--- src/rtl/phy_bringup_seq.sv ---
module phy_bringup_seq #(
  parameter int CLK_KHZ   = 200000,
  parameter int WAIT_US   = 10,
  parameter int MAX_POLLS = 1024,
  parameter int CNT_W     = 4
) (
  input  logic             clk,
  input  logic             rst_n,
  input  logic             init_req,
  input  logic             shut_req,
  input  logic             tune_present,
  input  logic             bead_tune,
  input  logic             port1_func,
  input  logic             pen_level,
  input  logic [2:0]       ovc_pin_sel,
  input  logic [2:0]       ovc_active_high,
  input  logic [31:0]      phy_status,
  output logic             init_ack,
  output logic             shut_ack,
  output logic             busy,
  output logic             done,
  output logic             error,
  output logic             underflow,
  output logic [CNT_W-1:0] use_count,
  output logic             reg_wr,
  output logic             reg_bank,
  output logic [7:0]       reg_addr,
  output logic [31:0]      reg_wdata
);
  localparam int WAIT_CYC = (CLK_KHZ * WAIT_US + 999) / 1000 < 1 ? 1 : (CLK_KHZ * WAIT_US + 999) / 1000;
  localparam int WAIT_W   = $clog2(WAIT_CYC + 1);
  localparam int POLL_W   = $clog2(MAX_POLLS + 1);
  localparam int POL_POS [3] = '{3, 1, 6};
  localparam logic [31:0] READY_WORD = 32'hC000_0000;

  typedef enum logic [3:0] {
    S_IDLE, S_EN, S_PLL, S_TUN1, S_TUN2, S_WAIT, S_CHECK,
    S_RELEASE, S_PORT, S_EHCI, S_OHCI, S_OFF
  } state_t;

  state_t              state;
  logic [WAIT_W-1:0]   wait_cnt;
  logic [POLL_W-1:0]   polls;
  logic [31:0]         stat_m, stat_s;
  logic                ready;
  logic [31:0]         port_word;

  assign busy     = (state != S_IDLE);
  assign init_ack = !busy && init_req;
  assign shut_ack = !busy && shut_req && !init_req;
  assign ready    = (stat_s == READY_WORD);

  always_ff @(posedge clk) begin
    if (!rst_n) begin
      stat_m <= '0;
      stat_s <= '0;
    end else begin
      stat_m <= phy_status;
      stat_s <= stat_m;
    end
  end

  always_comb begin
    port_word    = '0;
    port_word[0] = port1_func;
    port_word[4] = pen_level;
    for (int i = 0; i < 3; i++) begin
      port_word[8 + i]       = ovc_pin_sel[i];
      port_word[POL_POS[i]]  = ovc_active_high[i];
    end
  end

  always_ff @(posedge clk) begin
    if (!rst_n) begin
      state     <= S_IDLE;
      use_count <= '0;
      wait_cnt  <= '0;
      polls     <= '0;
      done      <= 1'b0;
      error     <= 1'b0;
      underflow <= 1'b0;
    end else begin
      done <= 1'b0;
      case (state)
        S_IDLE: begin
          if (init_ack) begin
            use_count <= use_count + 1'b1;
            if (use_count == '0) begin
              state <= S_EN;
              error <= 1'b0;
            end else begin
              done <= 1'b1;
            end
          end else if (shut_ack) begin
            if (use_count == '0) begin
              underflow <= 1'b1;
            end else begin
              use_count <= use_count - 1'b1;
              if (use_count == CNT_W'(1)) state <= S_OFF;
            end
          end
        end
        S_EN:  state <= S_PLL;
        S_PLL: begin
          polls    <= '0;
          wait_cnt <= WAIT_W'(WAIT_CYC - 1);
          state    <= tune_present ? S_TUN1 : S_WAIT;
        end
        S_TUN1: state <= S_TUN2;
        S_TUN2: state <= S_WAIT;
        S_WAIT: begin
          if (wait_cnt == '0) state <= S_CHECK;
          else wait_cnt <= wait_cnt - 1'b1;
        end
        S_CHECK: begin
          if (ready) begin
            state <= S_RELEASE;
          end else if (polls == POLL_W'(MAX_POLLS - 1)) begin
            error <= 1'b1;
            done  <= 1'b1;
            state <= S_IDLE;
          end else begin
            polls    <= polls + 1'b1;
            wait_cnt <= WAIT_W'(WAIT_CYC - 1);
            state    <= S_WAIT;
          end
        end
        S_RELEASE: state <= S_PORT;
        S_PORT:    state <= S_EHCI;
        S_EHCI:    state <= S_OHCI;
        S_OHCI: begin
          done  <= 1'b1;
          state <= S_IDLE;
        end
        S_OFF:   state <= S_IDLE;
        default: state <= S_IDLE;
      endcase
    end
  end

  always_comb begin
    reg_wr    = 1'b1;
    reg_bank  = 1'b0;
    reg_addr  = 8'h04;
    reg_wdata = 32'h0;
    case (state)
      S_EN:      reg_wdata = 32'h1;
      S_PLL:     reg_wdata = 32'h3;
      S_TUN1: begin
        reg_bank  = 1'b1;
        reg_addr  = 8'h24;
        reg_wdata = bead_tune ? 32'h41 : 32'h00;
      end
      S_TUN2: begin
        reg_bank  = 1'b1;
        reg_addr  = 8'h28;
        reg_wdata = bead_tune ? 32'h0D : 32'h07;
      end
      S_RELEASE: reg_wdata = 32'h7;
      S_PORT: begin
        reg_addr  = 8'h00;
        reg_wdata = port_word;
      end
      S_EHCI:    reg_addr = 8'h0C;
      S_OHCI:    reg_addr = 8'h1C;
      S_OFF:     reg_wdata = 32'h0;
      default:   reg_wr = 1'b0;
    endcase
  end

  assert_ack_excl_R2: assert property (@(posedge clk) disable iff (!rst_n)
    $onehot0({init_ack, shut_ack}));

  assert_write_busy_R2: assert property (@(posedge clk) disable iff (!rst_n)
    reg_wr |-> busy);

  assert_release_after_ready_R5: assert property (@(posedge clk) disable iff (!rst_n)
    (reg_wr && !reg_bank && reg_addr == 8'h04 && reg_wdata == 32'h7) |-> $past(ready));

  assert_no_release_on_error_R6: assert property (@(posedge clk) disable iff (!rst_n)
    error |-> !(reg_wr && reg_wdata == 32'h7));

  assert_init_counts_R9: assert property (@(posedge clk) disable iff (!rst_n)
    init_ack |=> use_count == CNT_W'($past(use_count) + 1'b1));

  assert_underflow_hold_R11: assert property (@(posedge clk) disable iff (!rst_n)
    (shut_ack && use_count == '0) |=> (underflow && use_count == '0));

  assert_underflow_sticky_R11: assert property (@(posedge clk) disable iff (!rst_n)
    underflow |=> underflow);

  assert_done_pulse_R12: assert property (@(posedge clk) disable iff (!rst_n)
    done |=> !done);
endmodule

--- config.mk ---
export PLATFORM = sky130hd
export DESIGN_NAME = phy_bringup_seq
export DESIGN_NICKNAME = d
export VERILOG_FILES = /design/src/rtl/phy_bringup_seq.sv
export SDC_FILE = /design/constraint.sdc
export NUM_CORES = 1
export LEC_CHECK = 0
export ABC_CLOCK_PERIOD_IN_PS = 3800
export CORE_UTILIZATION = 53
export DETAILED_ROUTE_END_ITERATION = 7
export PLACE_DENSITY = 0.84
export SETUP_SLACK_MARGIN = 0.15
export SLEW_MARGIN = 20
export SYNTH_ARGS = -nofsm -noshare
export SYNTH_HDL_FRONTEND = slang
export SYNTH_SLANG_ARGS = --single-unit
--- constraint.sdc ---
create_clock -name clk -period 3.8 [get_ports clk]
set_input_delay 0.57 -clock clk [delete_from_list [all_inputs] [get_ports clk]]
set_output_delay 0.57 -clock clk [all_outputs]
set_load 0.02 [all_outputs]
==> flow_summary.json <==
{
  "cts_root_buffer": "clkbuf_8",
  "syn_inst": 449,
  "ys.flop_type": "dfxtp_1",
  "switchingPower_mw": 1.281,
  "cts_tree": "yes",
  "htreeDepth": 3,
  "dr.pass1.iters": 4,
  "grt_pass1_vias": 2855,
  "hold_class": "reg2reg",
  "clockBufferDepth": 2,
  "cts_resized": 0,
  "drv_slew": 0,
  "vias": 3152,
  "area_delta_synth_final_pct": 21.37,
  "start_util_pct": 55.62,
  "async_flop_share_pct": 0,
  "status": "completed",
  "ys_ff_latch": 97,
  "start_kind": "register",
  "pin_count": 98,
  "rows": 31,
  "final_common_cell": "dfxtp_1",
  "grt_start_max_net_pins": 33,
  "grt_overflow_total": 0,
  "die-area_mm2": 0.008089,
  "die_x_um": 89.94,
  "finClkSkew_ns": 0.009231,
  "power_frac_comb_pct": 40.0,
  "swShare_pct": 38.16,
  "drt_iter0_markers": 137,
  "wire_per_inst_um": 11.71,
  "core_mm2": 0.007370,
  "hold_slack_ns": 0.4337,
  "slowest_stage": "clkdlybuf4s50_1",
  "critPathArrivalTime_ns": 2.47,
  "die_h_um": 89.94,
  "synth_area_leader_cell": "dfxtp_1",
  "reg2regPathDepth": 5,
  "crit_required_ns": 3.23,
  "pwr_density_cell_mw_per_mm2": 674.9,
  "peakVddDrop_mv": 0.2886,
  "setup_tns_ns": 0,
  "antenna_found_initial": 0,
  "grt_pass1_wl_um": 12160,
  "port_buffers": 70,
  "path_clk_slew_ns": 0.10,
  "nFillCells": 565,
  "synth_edf_count": 0,
  "gp_congestion": 0.8649,
  "drc": 0,
  "critPathMaxFanout": 21,
  "drive_gt1_share_pct": 6.576,
  "crit_chain": "nor4_2 > nand2_1 > inv_1 > clkdlybuf4s50_1",
  "synthesis.area_mm2": 0.004099,
  "min_period_over_period_pct": 80.13,
  "via_per_inst": 5.117,
  "leakage_nw": 1.924,
  "grt_use_total_pct": 18.31,
  "cts_setup_buffers": 0,
  "numCtsBuffers": 9,
  "max_cap_violations": 0,
  "antennaDiodeCount": 0,
  "ant_nets": 0,
  "p_clk_share_pct": 20.9,
  "sequentialPowerShare_pct": 39.2,
  "synth_warnings": 0,
  "max-slew-margin-rel_pct": 55.60,
  "nNetsFinal": 564,
  "worst_pin_slew_ns": 0.6652,
  "syn_avg_cell_area_um2": 9.129,
  "criticalPathCategory": "reg2out",
  "routed_wirelength_um": 7215,
  "fin_crit_ns": 3.045,
  "p_int_mw": 2.076,
  "insertion_delay_ns": 0.35,
  "max_stage_delay_ns": 0.64,
  "ff_latch_area_mm2": 0.001942,
  "final-setup-viol-count": 0,
  "end_kind": "output pin",
  "fmax_mhz": 328.4,
  "hold_buffers": 0,
  "clock_sinks": 97,
  "hold_depth": 1,
  "ys_seq_area_share_pct": 47.37,
  "final_cell_mix": "dfxtp_1, clkdlybuf4s50_1, and2_1, nor2_1, a21oi_1",
  "ys_types": 56,
  "hold_viol": 0,
  "multi_input_area_mm2": 0.001928,
  "yosysTopAreaCellShare_pct": 47.37,
  "dp_hpwl_um": 5110,
  "rsz0062_at_grt": "no",
  "synth.area.top_cells": "dfxtp_1, and2_1, buf_4"
}
==> routing by layer <==
metal	share of wire [%]	wire length, µm	vias up	global-route usage [%]
met5	0	0	-	0
met4	1.6	114	0	8.468
met3	5.5	400	9	3.807
met2	49	3531	115	32.95
met1	44	3169	1428	20.71
li1	-	-	1600	-
==> final timing paths <==
path                       to  startpoint  slack (ns)
hold / removal     stat_s[11]  stat_m[11]        0.43
setup / recovery     init_ack    state[0]        0.76
hold reg to reg    stat_s[11]  stat_m[11]        0.43
setup reg to reg  wait_cnt[8]    state[1]        1.31
==> synth_stat cells (all sizes together), types with 4 or more instances <==
library cell and instances:
a21oi 31, clkbuf 13, nor3 16, nand2b 9, a211oi 6, nand2 22, a31oi 4, and2 64
and3 6, nor2 41, dfxtp 97, nor4 9, xnor2 11, buf 33, inv 10, nand3 8
nor2b 4, nand4 11, o21ai 14, ha 6
==> stage by stage <==
stage | utilization (%) | instances | setup WS (ns) | total power [mW] | area, µm²
floorplan | - | 475 | 1.598 | 2.292 | 4197
global placement | 64.47 | 600 | 1.088 | 2.639 | 4751
detailed placement | 64.47 | 600 | 1.005 | 2.669 | 4751
CTS | 67.50 | 616 | 0.7434 | 3.369 | 4975
global route | 67.50 | 616 | 0.5870 | 3.582 | 4975
finish | 67.50 | 616 | 0.7552 | 3.358 | 4975
==> cell families after synthesis <==
logic type | share of synthesized area [%]
xor+xnor | 2.564
other cells | 0.09149
simple gates | 28.97
compound gates | 11.20
flops | 47.37
fa+ha+maj | 1.831
buf+inv | 7.967
==> power by group through the flow <==
stage	clock, mW	sequential, mW	combinational [mW]
floorplan	0	1.27	1.02
global placement	0	1.33	1.31
detailed placement	0	1.33	1.33
CTS	0.717	1.31	1.34
global route	0.760	1.34	1.49
finish	0.700	1.32	1.34
==> registers in the layout (all words and copies together), names as in the netlist <==
| register | count |
|---|---|
| error | 1 |
| use_count | 4 |
| polls | 11 |
| state | 4 |
| stat_m | 32 |
| wait_cnt | 11 |
| underflow | 1 |
| done | 1 |
| stat_s | 32 |
==> critical path: cells and delay by family, from the launching register on <==
kind | cells | cell delay [ns]
buffers and inverters | 2 | 0.86
DFF | 1 | 0.53
and+or+nand+nor | 2 | 0.72
==> final cells by class <==
cell class,instances,area share (%)
sequential,97,39.03
clock inverter,7,2.012
multi-input combinational,321,38.76
inverter,11,0.8300
clock buffer,9,2.490
tap,99,2.490
timing repair buffer,72,14.39
Power figures use the tool's default switching activity.
